<file path="src/rtl/sram_ctrl_pkg.sv">
package sram_ctrl_pkg;

  typedef enum logic [2:0] {
    PH_IDLE,
    PH_SETUP,
    PH_ACCESS,
    PH_HOLD,
    PH_TURN
  } phase_e;

  function automatic int unsigned cdiv(int unsigned num, int unsigned den);
    return (num + den - 1) / den;
  endfunction

  function automatic int unsigned umax(int unsigned a, int unsigned b);
    return (a > b) ? a : b;
  endfunction

endpackage

</file>
<file path="src/rtl/sram_wait_cnt.sv">
module sram_wait_cnt #(
  parameter int unsigned CW = 5
) (
  input  logic          clk_i,
  input  logic          rst_ni,
  input  logic          load_i,
  input  logic [CW-1:0] val_i,
  output logic          zero_o
);

  logic [CW-1:0] cnt_q;

  always_ff @(posedge clk_i or negedge rst_ni) begin
    if (!rst_ni)              cnt_q <= '0;
    else if (load_i)          cnt_q <= val_i;
    else if (cnt_q != '0)     cnt_q <= cnt_q - 1'b1;
  end

  assign zero_o = (cnt_q == '0);

endmodule

</file>
<file path="src/rtl/sram_phase_fsm.sv">
module sram_phase_fsm
  import sram_ctrl_pkg::*;
#(
  parameter int unsigned CW      = 5,
  parameter int unsigned ACC_CYC = 18,
  parameter int unsigned WR_CYC  = 16,
  parameter int unsigned TA_CYC  = 5
) (
  input  logic          clk_i,
  input  logic          rst_ni,
  input  logic          start_i,
  input  logic          is_wr_i,
  input  logic          zero_i,
  output phase_e        phase_q_o,
  output phase_e        phase_d_o,
  output logic          load_o,
  output logic [CW-1:0] load_val_o
);

  phase_e phase_q, phase_d;

  always_comb begin
    phase_d    = phase_q;
    load_o     = 1'b0;
    load_val_o = '0;
    unique case (phase_q)
      PH_IDLE:   if (start_i) phase_d = PH_SETUP;
      PH_SETUP: begin
        phase_d    = PH_ACCESS;
        load_o     = 1'b1;
        load_val_o = is_wr_i ? CW'(WR_CYC - 1) : CW'(ACC_CYC - 1);
      end
      PH_ACCESS: if (zero_i) phase_d = PH_HOLD;
      PH_HOLD: begin
        if (is_wr_i) phase_d = PH_IDLE;
        else begin
          phase_d    = PH_TURN;
          load_o     = 1'b1;
          load_val_o = CW'(TA_CYC - 1);
        end
      end
      PH_TURN:   if (zero_i) phase_d = PH_IDLE;
      default:   phase_d = PH_IDLE;
    endcase
  end

  always_ff @(posedge clk_i or negedge rst_ni) begin
    if (!rst_ni) phase_q <= PH_IDLE;
    else         phase_q <= phase_d;
  end

  assign phase_q_o = phase_q;
  assign phase_d_o = phase_d;

  // a read always leaves through the turnaround phase
  a_r9_turn_after_read: assert property (@(posedge clk_i) disable iff (!rst_ni)
    (phase_q == PH_HOLD && !is_wr_i) |=> (phase_q == PH_TURN));

endmodule

</file>
<file path="src/rtl/sram_ctrl.sv">
module sram_ctrl
  import sram_ctrl_pkg::*;
#(
  parameter int unsigned AW      = 16,
  parameter int unsigned DW      = 16,
  parameter int unsigned CLK_NS  = 4,
  parameter int unsigned T_AA_NS = 70,
  parameter int unsigned T_WP_NS = 50,
  parameter int unsigned T_WC_NS = 70,
  parameter int unsigned T_HZ_NS = 20
) (
  input  logic            clk_i,
  input  logic            rst_ni,
  input  logic            req_valid_i,
  output logic            req_ready_o,
  input  logic            req_we_i,
  input  logic [AW-1:0]   req_addr_i,
  input  logic [DW-1:0]   req_wdata_i,
  input  logic [DW/8-1:0] req_be_i,
  output logic            rsp_valid_o,
  output logic [DW-1:0]   rsp_rdata_o,
  output logic [AW-1:0]   mem_addr_o,
  output logic            mem_ce_n_o,
  output logic            mem_we_n_o,
  output logic            mem_oe_n_o,
  output logic [DW/8-1:0] mem_bs_n_o,
  output logic [DW-1:0]   mem_dq_o,
  output logic            mem_dq_oe_o,
  input  logic [DW-1:0]   mem_dq_i
);

  localparam int unsigned NB      = DW / 8;
  localparam int unsigned ACC_CYC = umax(1, cdiv(T_AA_NS, CLK_NS));
  localparam int unsigned WC_MIN  = (cdiv(T_WC_NS, CLK_NS) > 2) ? cdiv(T_WC_NS, CLK_NS) - 2 : 1;
  localparam int unsigned WR_CYC  = umax(umax(1, cdiv(T_WP_NS, CLK_NS)), WC_MIN);
  localparam int unsigned TA_CYC  = umax(1, cdiv(T_HZ_NS, CLK_NS));
  localparam int unsigned MAX_CYC = umax(umax(ACC_CYC, WR_CYC), TA_CYC);
  localparam int unsigned CW      = $clog2(MAX_CYC + 1);

  phase_e          phase_q, phase_d;
  logic            accept, zero, load;
  logic [CW-1:0]   load_val;

  logic            wr_q, wr_d;
  logic [AW-1:0]   addr_q;
  logic [DW-1:0]   wdata_q;
  logic [NB-1:0]   be_q, be_d;

  assign req_ready_o = (phase_q == PH_IDLE);
  assign accept      = req_valid_i && req_ready_o;
  assign wr_d        = accept ? req_we_i : wr_q;
  assign be_d        = accept ? req_be_i : be_q;

  always_ff @(posedge clk_i or negedge rst_ni) begin
    if (!rst_ni) begin
      wr_q    <= 1'b0;
      addr_q  <= '0;
      wdata_q <= '0;
      be_q    <= '0;
    end else if (accept) begin
      wr_q    <= req_we_i;
      addr_q  <= req_addr_i;
      wdata_q <= req_wdata_i;
      be_q    <= req_be_i;
    end
  end

  sram_phase_fsm #(
    .CW(CW), .ACC_CYC(ACC_CYC), .WR_CYC(WR_CYC), .TA_CYC(TA_CYC)
  ) u_fsm (
    .clk_i      (clk_i),
    .rst_ni     (rst_ni),
    .start_i    (accept),
    .is_wr_i    (wr_q),
    .zero_i     (zero),
    .phase_q_o  (phase_q),
    .phase_d_o  (phase_d),
    .load_o     (load),
    .load_val_o (load_val)
  );

  sram_wait_cnt #(.CW(CW)) u_wait (
    .clk_i  (clk_i),
    .rst_ni (rst_ni),
    .load_i (load),
    .val_i  (load_val),
    .zero_o (zero)
  );

  // pins come from flops, decoded from the next phase
  logic active_d;
  assign active_d = (phase_d == PH_SETUP) || (phase_d == PH_ACCESS) || (phase_d == PH_HOLD);

  always_ff @(posedge clk_i or negedge rst_ni) begin
    if (!rst_ni) begin
      mem_ce_n_o  <= 1'b1;
      mem_we_n_o  <= 1'b1;
      mem_oe_n_o  <= 1'b1;
      mem_bs_n_o  <= '1;
      mem_dq_oe_o <= 1'b0;
    end else begin
      mem_ce_n_o  <= !active_d;
      mem_we_n_o  <= !((phase_d == PH_ACCESS) && wr_d);
      mem_oe_n_o  <= !((phase_d == PH_ACCESS) && !wr_d);
      mem_bs_n_o  <= active_d ? ~be_d : '1;
      mem_dq_oe_o <= active_d && wr_d;
    end
  end

  assign mem_addr_o = addr_q;
  assign mem_dq_o   = wdata_q;

  // read capture on the edge that closes the access wait
  logic          capture;
  logic [DW-1:0] rd_masked;
  assign capture = (phase_q == PH_ACCESS) && zero && !wr_q;

  for (genvar g = 0; g < NB; g++) begin : g_lane
    assign rd_masked[8*g +: 8] = be_q[g] ? mem_dq_i[8*g +: 8] : 8'h00;
  end

  always_ff @(posedge clk_i or negedge rst_ni) begin
    if (!rst_ni) begin
      rsp_valid_o <= 1'b0;
      rsp_rdata_o <= '0;
    end else begin
      rsp_valid_o <= capture;
      if (capture) rsp_rdata_o <= rd_masked;
    end
  end

  a_r4_we_with_ce: assert property (@(posedge clk_i) disable iff (!rst_ni)
    !mem_we_n_o |-> !mem_ce_n_o);

  a_r4_addr_stable: assert property (@(posedge clk_i) disable iff (!rst_ni)
    !mem_we_n_o |-> $stable(mem_addr_o));

  a_r8_no_drive_on_read: assert property (@(posedge clk_i) disable iff (!rst_ni)
    mem_dq_oe_o |-> mem_oe_n_o);

  a_r6_valid_single: assert property (@(posedge clk_i) disable iff (!rst_ni)
    rsp_valid_o |=> !rsp_valid_o);

  a_r2_busy_after_accept: assert property (@(posedge clk_i) disable iff (!rst_ni)
    (req_valid_i && req_ready_o) |=> !req_ready_o);

endmodule

</file>
<file path="config.mk">
export PLATFORM = sky130hd
export DESIGN_NAME = sram_ctrl
export DESIGN_NICKNAME = d
export VERILOG_FILES = /design/src/rtl/sram_ctrl_pkg.sv /design/src/rtl/sram_wait_cnt.sv /design/src/rtl/sram_phase_fsm.sv /design/src/rtl/sram_ctrl.sv
export SDC_FILE = /design/constraint.sdc
export NUM_CORES = 1
export LEC_CHECK = 0
export BUFFER_PORTS_ARGS = -buffer_cell sky130_fd_sc_hd__clkbuf_2
export CAP_MARGIN = 25
export CORE_ASPECT_RATIO = 1.5
export CORE_MARGIN = 2
export CORE_UTILIZATION = 43
export CTS_CLUSTER_SIZE = 12
export DETAILED_ROUTE_END_ITERATION = 6
export GPL_ROUTABILITY_DRIVEN = 1
export PLACE_DENSITY = 0.75
export SLEW_MARGIN = 10
export SYNTH_ARGS = -nofsm -noshare
export SYNTH_HDL_FRONTEND = slang
export SYNTH_SLANG_ARGS = --single-unit
</file>
<file path="constraint.sdc">
create_clock -name clk_i -period 1.6 [get_ports clk_i]
set_input_delay 0.16 -clock clk_i [delete_from_list [all_inputs] [get_ports clk_i]]
set_output_delay 0.16 -clock clk_i [all_outputs]
set_load 0.1 [all_outputs]
</file>
**Word level (Yosys, flattened, before mapping)**

Cells that the tools add are included.

- Add/subtract/negate cells: 1
- Reduce and logical (&&, ||, !) cells: 17
- Bitwise gates (word level): 1
- Eq/ne operators: 7
- Mux-type cells: 17

Operators with widths:

| kind | number |
|---|---|
| two-way mux 8 bit | 2 |
| two-way mux 3 bit | 5 |
| two-way mux 5 bit | 3 |
| one-hot mux 3 bit (5 select lines) | 1 |
| == test 3 x 2 -> 1 bit, second input constant | 4 |
| one-hot mux 5 bit (2 select lines) | 1 |
| == test 3 x 1 -> 1 bit, second input constant | 2 |
| logical AND 1 bit | 6 |
| zero test 1 bit | 5 |
| zero test 5 bit | 1 |
| nonzero test 5 bit | 1 |
| subtractor 5 x 1 -> 5 bit, second input constant | 1 |
| two-way mux 2 bit | 2 |
| == test 3 bit, second input constant | 1 |
| zero test 3 bit | 1 |
| logical OR 1 bit | 2 |
| two-way mux 1 bit | 2 |
| NOT 2 bit | 1 |
| one-hot mux 1 bit (2 select lines) | 1 |
| nonzero test 2 bit | 1 |

- Input bits: 54
- Output and inout bits: 56
- Register bits after elaboration: 66

**Longest topological paths before layout**

- Depth after elaboration: 8
- Gate-level depth with buffers: 7
- Gate-level depth less buffers: 5

**By module**

A second synthesis with hierarchy kept.

- Cells, all modules: 210
- Area, all modules: 2747.6 um^2

Modules (own cells, without submodules):

| module | cells an instance | area an instance (um^2) | sequential area each (um^2) | times used |
|---|---|---|---|---|
| sram_ctrl | 164 | 2270.9 | 1457.6 | 1 |
| sram_wait_cnt | 27 | 279.0 | 125.1 | 1 |
| sram_phase_fsm | 19 | 197.7 | 75.1 | 1 |

**Worst setup path after synthesis**

Ideal clock, no wire load.

- Path kind: register to register
- Start: register u_fsm.phase_q[1], in the netlist u_fsm.phase_q_o[1]
- End: register addr_q[0], in the netlist mem_addr_o[0]
- Path slack: -2.036 ns
- Data arrival time: 3.510 ns
- Cell stages (with the launch flop): 7
- Clock period less this slack: 3.636 ns
- Path through: dfrtp_1 buf_2 nor3_1 and2_1 buf_2 buf_4 mux2_2

- Longest elaborated chain between the ends: 2

RTL lines:

| element | RTL line | source |
|---|---|---|
| start, declared | sram_phase_fsm.sv:20 | `phase_e phase_q, phase_d;` |
| start signal, assigned | sram_phase_fsm.sv:49 | `else phase_q <= phase_d;` |
| zero test 3 bit | sram_ctrl.sv:49 | `assign req_ready_o = (phase_q == PH_IDLE);` |
| named net req_ready_o | sram_ctrl.sv:15 | `output logic req_ready_o,` |
| logical AND 1 bit | sram_ctrl.sv:50 | `assign accept = req_valid_i && req_ready_o;` |
| end signal, assigned | sram_ctrl.sv:62 | `addr_q <= req_addr_i;` |
| end, declared | sram_ctrl.sv:45 | `logic [AW-1:0] addr_q;` |

The timed path passes the listed nets, and every way through them passes these cells.
A chain may end at the register's enable or synchronous reset.

**Final worst setup path**

- Start: register u_wait.cnt_q[0]
- End: register rsp_rdata_o[14]

- Longest elaborated chain between the ends: 3

RTL lines:

| element | RTL line | source |
|---|---|---|
| start, declared | sram_wait_cnt.sv:11 | `logic [CW-1:0] cnt_q;` |
| start signal, assigned | sram_wait_cnt.sv:15 | `else if (load_i) cnt_q <= val_i;` |
| start signal, assigned | sram_wait_cnt.sv:16 | `else if (cnt_q != '0) cnt_q <= cnt_q - 1'b1;` |
| zero test 5 bit | sram_wait_cnt.sv:19 | `assign zero_o = (cnt_q == '0);` |
| logical AND 1 bit (2 in series) | sram_ctrl.sv:116 | `assign capture = (phase_q == PH_ACCESS) && zero && !wr_q;` |
| end signal, assigned | sram_ctrl.sv:128 | `if (capture) rsp_rdata_o <= rd_masked;` |
| end, declared | sram_ctrl.sv:21 | `output logic [DW-1:0] rsp_rdata_o,` |

No other way between the ends.

==> flow_summary.yaml <==
drt:
  detailed_route_wire_length_per_cell_um: 13.7
  routed_via_density: 4.75
  route.detailed.drc: 0
  wirelength_mm: 5.66
  drt_first_iter_violations: 93
  drt_first_pass_iters: 4
  detailroute.via_count: 1962
  antenna_left: 0
final_layout:
  syn2layout_area_growth_pct: 38.2
  post-route-cell-area_um2: 3760
  final_common_cell: "sky130_fd_sc_hd__clkbuf_2"
  layout_common_cells: "sky130_fd_sc_hd__clkbuf_2 (107), sky130_fd_sc_hd__dfrtp_1 (61), sky130_fd_sc_hd__mux2_2 (31)"
  layout.nets: 391
  number_of_diodes: 0
  drive_above_1_share_pct: 55.8
  filler_cell_count: 505
sta:
  worst_clock_skew_on_the_final_layout_ns: 0.00646
  timing.final.crit_period_ns: 1.57
  final-hold-violation-count: 0
  timing.slew.headroom_pct: 63.1
  tightestPinTransition_ns: 0.556
  max_clock_freq_mhz: 637
  finalMaxSlewViolations: 0
  setup-tns-final_ns: 0
  post-route-period-util_pct: 98.2
  finalSetupViolCount: 0
critical_path:
  setup.worst_path.start_class: "register"
  arrival_ns: 1.81
  worst-setup-path-type: "reg2reg"
  cpPeakStageDelay_ns: 0.40
  slowest_cell_on_the_critical_path: "sky130_fd_sc_hd__dfrtp_1"
  required_ns: 1.84
  timing.critical_path.to_type: "register"
  critical_path_peak_fanout: 5
  critical_path.cell_chain: "inv_2, ha_1, nor4b_4, nand3_4, buf_12, mux2i_2"
grt:
  grt_first_pass_wirelength_mm: 8.38
  global_route_hottest_layer: "met2"
  vias_in_the_first_global_route: 1878
  globalRouteMet2Util_pct: 26.9
  grt_antenna_before_repair: 0
  grt.total_usage_pct: 16.7
  grt_max_degree: 67
  grt_util_met1_pct: 18.8
  globalRoute.totalOverflow: 0
  grt_util_met3_pct: 6.78
yosys:
  biggest_area_contributors_in_the_synthesized_netlist: "sky130_fd_sc_hd__dfrtp_1 (56%), sky130_fd_sc_hd__mux2_2 (14%), sky130_fd_sc_hd__mux2i_1 (5.9%)"
  post_synth_arst_share_pct: 100
  yosys_warnings: 0
  synth-main-ff-cell: "sky130_fd_sc_hd__dfrtp_1"
  synthesis.nets: 260
  ys_seq_elements: 66
  postSynthAreaPerCell_um2: 13.3
  synthDominantAreaCellType: "sky130_fd_sc_hd__dfrtp_1"
  yosys.cell_types.count: 34
  share_of_yosys_cell_area_claimed_by_the_top_area_cell_type_pct: 56.2
  ys_seq_area_share_pct: 61.0
  synthesis.area_um2: 2720
  syn-instance-count: 204
  synth_edf_count: 0
job:
  maxCapViolations: 0
floorplanning:
  placeableCoreArea_um2: 6130
  floorplan.rows: 35
  chipHeight_um: 101
  die_w_um: 68.9
  io_pins: 110
  floorplan.initialDensity_pct: 44.3
  die-area_um2: 6990
placed_design:
  placement.io_buffers: 109
  post_dp_cell_area_um2: 3460
  routabilityCongestion: 0.795
  hpwlAfterDp_mm: 4.04
cts:
  max-clock-path-buffers: 2
  htreeDepth: 3
  clock-sinks: 66
  clock_tree_from_tritoncts: "done"
  clk_latency_ns: 0.33
  clock_tree.root_cell: "sky130_fd_sc_hd__clkbuf_8"
  cts_buffers: 9
  cts.reportedPaths.clkPinSlew_ns: 0.07
status:
  outcome: "complete, no violations"
worst_hold_path:
  hold_class: "in2reg"
## synthesized netlist by cell type, drive strengths merged, types with 3 or more instances
| cell | number |
|---|---|
| inv | 20 |
| xnor2 | 3 |
| dfstp | 5 |
| buf | 10 |
| dfrtp | 61 |
| nor2 | 5 |
| nand2 | 21 |
| mux2 | 36 |
| mux2i | 16 |
## metrics by stage
| stage | setup WS [ns] | cells | util, % | hold WS [ns] |
|---|---|---|---|---|
| after global placement | 0.156 | 389 | 56.5 | 0.202 |
| after CTS | 0.0793 | 407 | 59.8 | 0.0294 |
| after global routing | -0.0508 | 413 | 61.3 | 0.0310 |
| final | 0.0293 | 413 | 61.3 | 0.0541 |
| after detailed placement | 0.0804 | 389 | 56.5 | 0.207 |
| after floorplan | -0.639 | 204 | - | -0.136 |
## routing by layer
layer	routed length (um)	vias to the layer above
met5	0	-
met4	119	0
met3	309	11
met2	2980	62
met1	2250	950
li1	-	939
## area by class of cell
class | instances | area [um2] | area share (%)
inverters | 20 | 75.1 | 2.00
clock inverters | 2 | 12.5 | 0.333
well taps | 74 | 92.6 | 2.47
repair buffers | 130 | 811 | 21.6
multi-input cells | 108 | 948 | 25.2
flip-flops and latches | 66 | 1660 | 44.1
clock buffers | 13 | 159 | 4.23
## cell families after synthesis
logic type	share of synthesized area, %
buffers and inverters	5.66
DFF	61.0
AOI/OAI and AO/OA	3.22
and+or+nand+nor	7.09
xor gates and xnor gates	1.29
muxes	20.8
adders and majority gates	0.921
## worst max-delay path: cells and delay by family, from the launching register on
kind | cells | cell delay (ns)
AND/OR/NAND/NOR | 2 | 0.51
flip-flops | 1 | 0.40
buffers and inverters | 2 | 0.26
multiplexers | 1 | 0.18
adder cells (fa/ha/maj) | 1 | 0.14
## path summary, 6_finish.rpt
check / slack, ns / depth (start not counted) / start / end
worst max-delay path: 0.03 / 6 / u_wait.cnt_q[0]$_DFFE_PN0P_ / rsp_rdata_o[14]$_DFFE_PN0P_
worst max register to register: 0.03 / 6 / u_wait.cnt_q[0]$_DFFE_PN0P_ / rsp_rdata_o[14]$_DFFE_PN0P_
max in group asynchronous: 0.90 / 3 / rst_ni / mem_ce_n_o$_DFF_PN1_
worst min register to register: 0.50 / 1 / mem_dq_o[3]$_DFFE_PN0P_ / mem_dq_o[3]$_DFFE_PN0P_
min in group asynchronous: 0.39 / 3 / rst_ni / mem_addr_o[7]$_DFFE_PN0P_
worst min-delay path: 0.05 / 3 / mem_dq_i[1] / rsp_rdata_o[1]$_DFFE_PN0P_
## registers in the layout, indices dropped and copies added, names as in the netlist
signal,count
rsp_rdata_o,16
mem_we_n_o,1
mem_dq_o,16
mem_dq_oe_o,1
mem_bs_n_o,2
u_fsm.phase_q_o,3
u_wait.cnt_q,5
mem_oe_n_o,1
mem_ce_n_o,1
wr_q,1
mem_addr_o,16
be_q,2
rsp_valid_o,1
## what timing repair did
item                       CTS  global route
setup endpoints to repair    0            15
setup buffers                0             5
hold buffers                 3             0
hold endpoints to repair    63             0
gates resized for setup      0             4
Power is left out: the tool's default activity adds up to more than one toggle a clock period on the data nets, which glitch-free logic cannot reach.
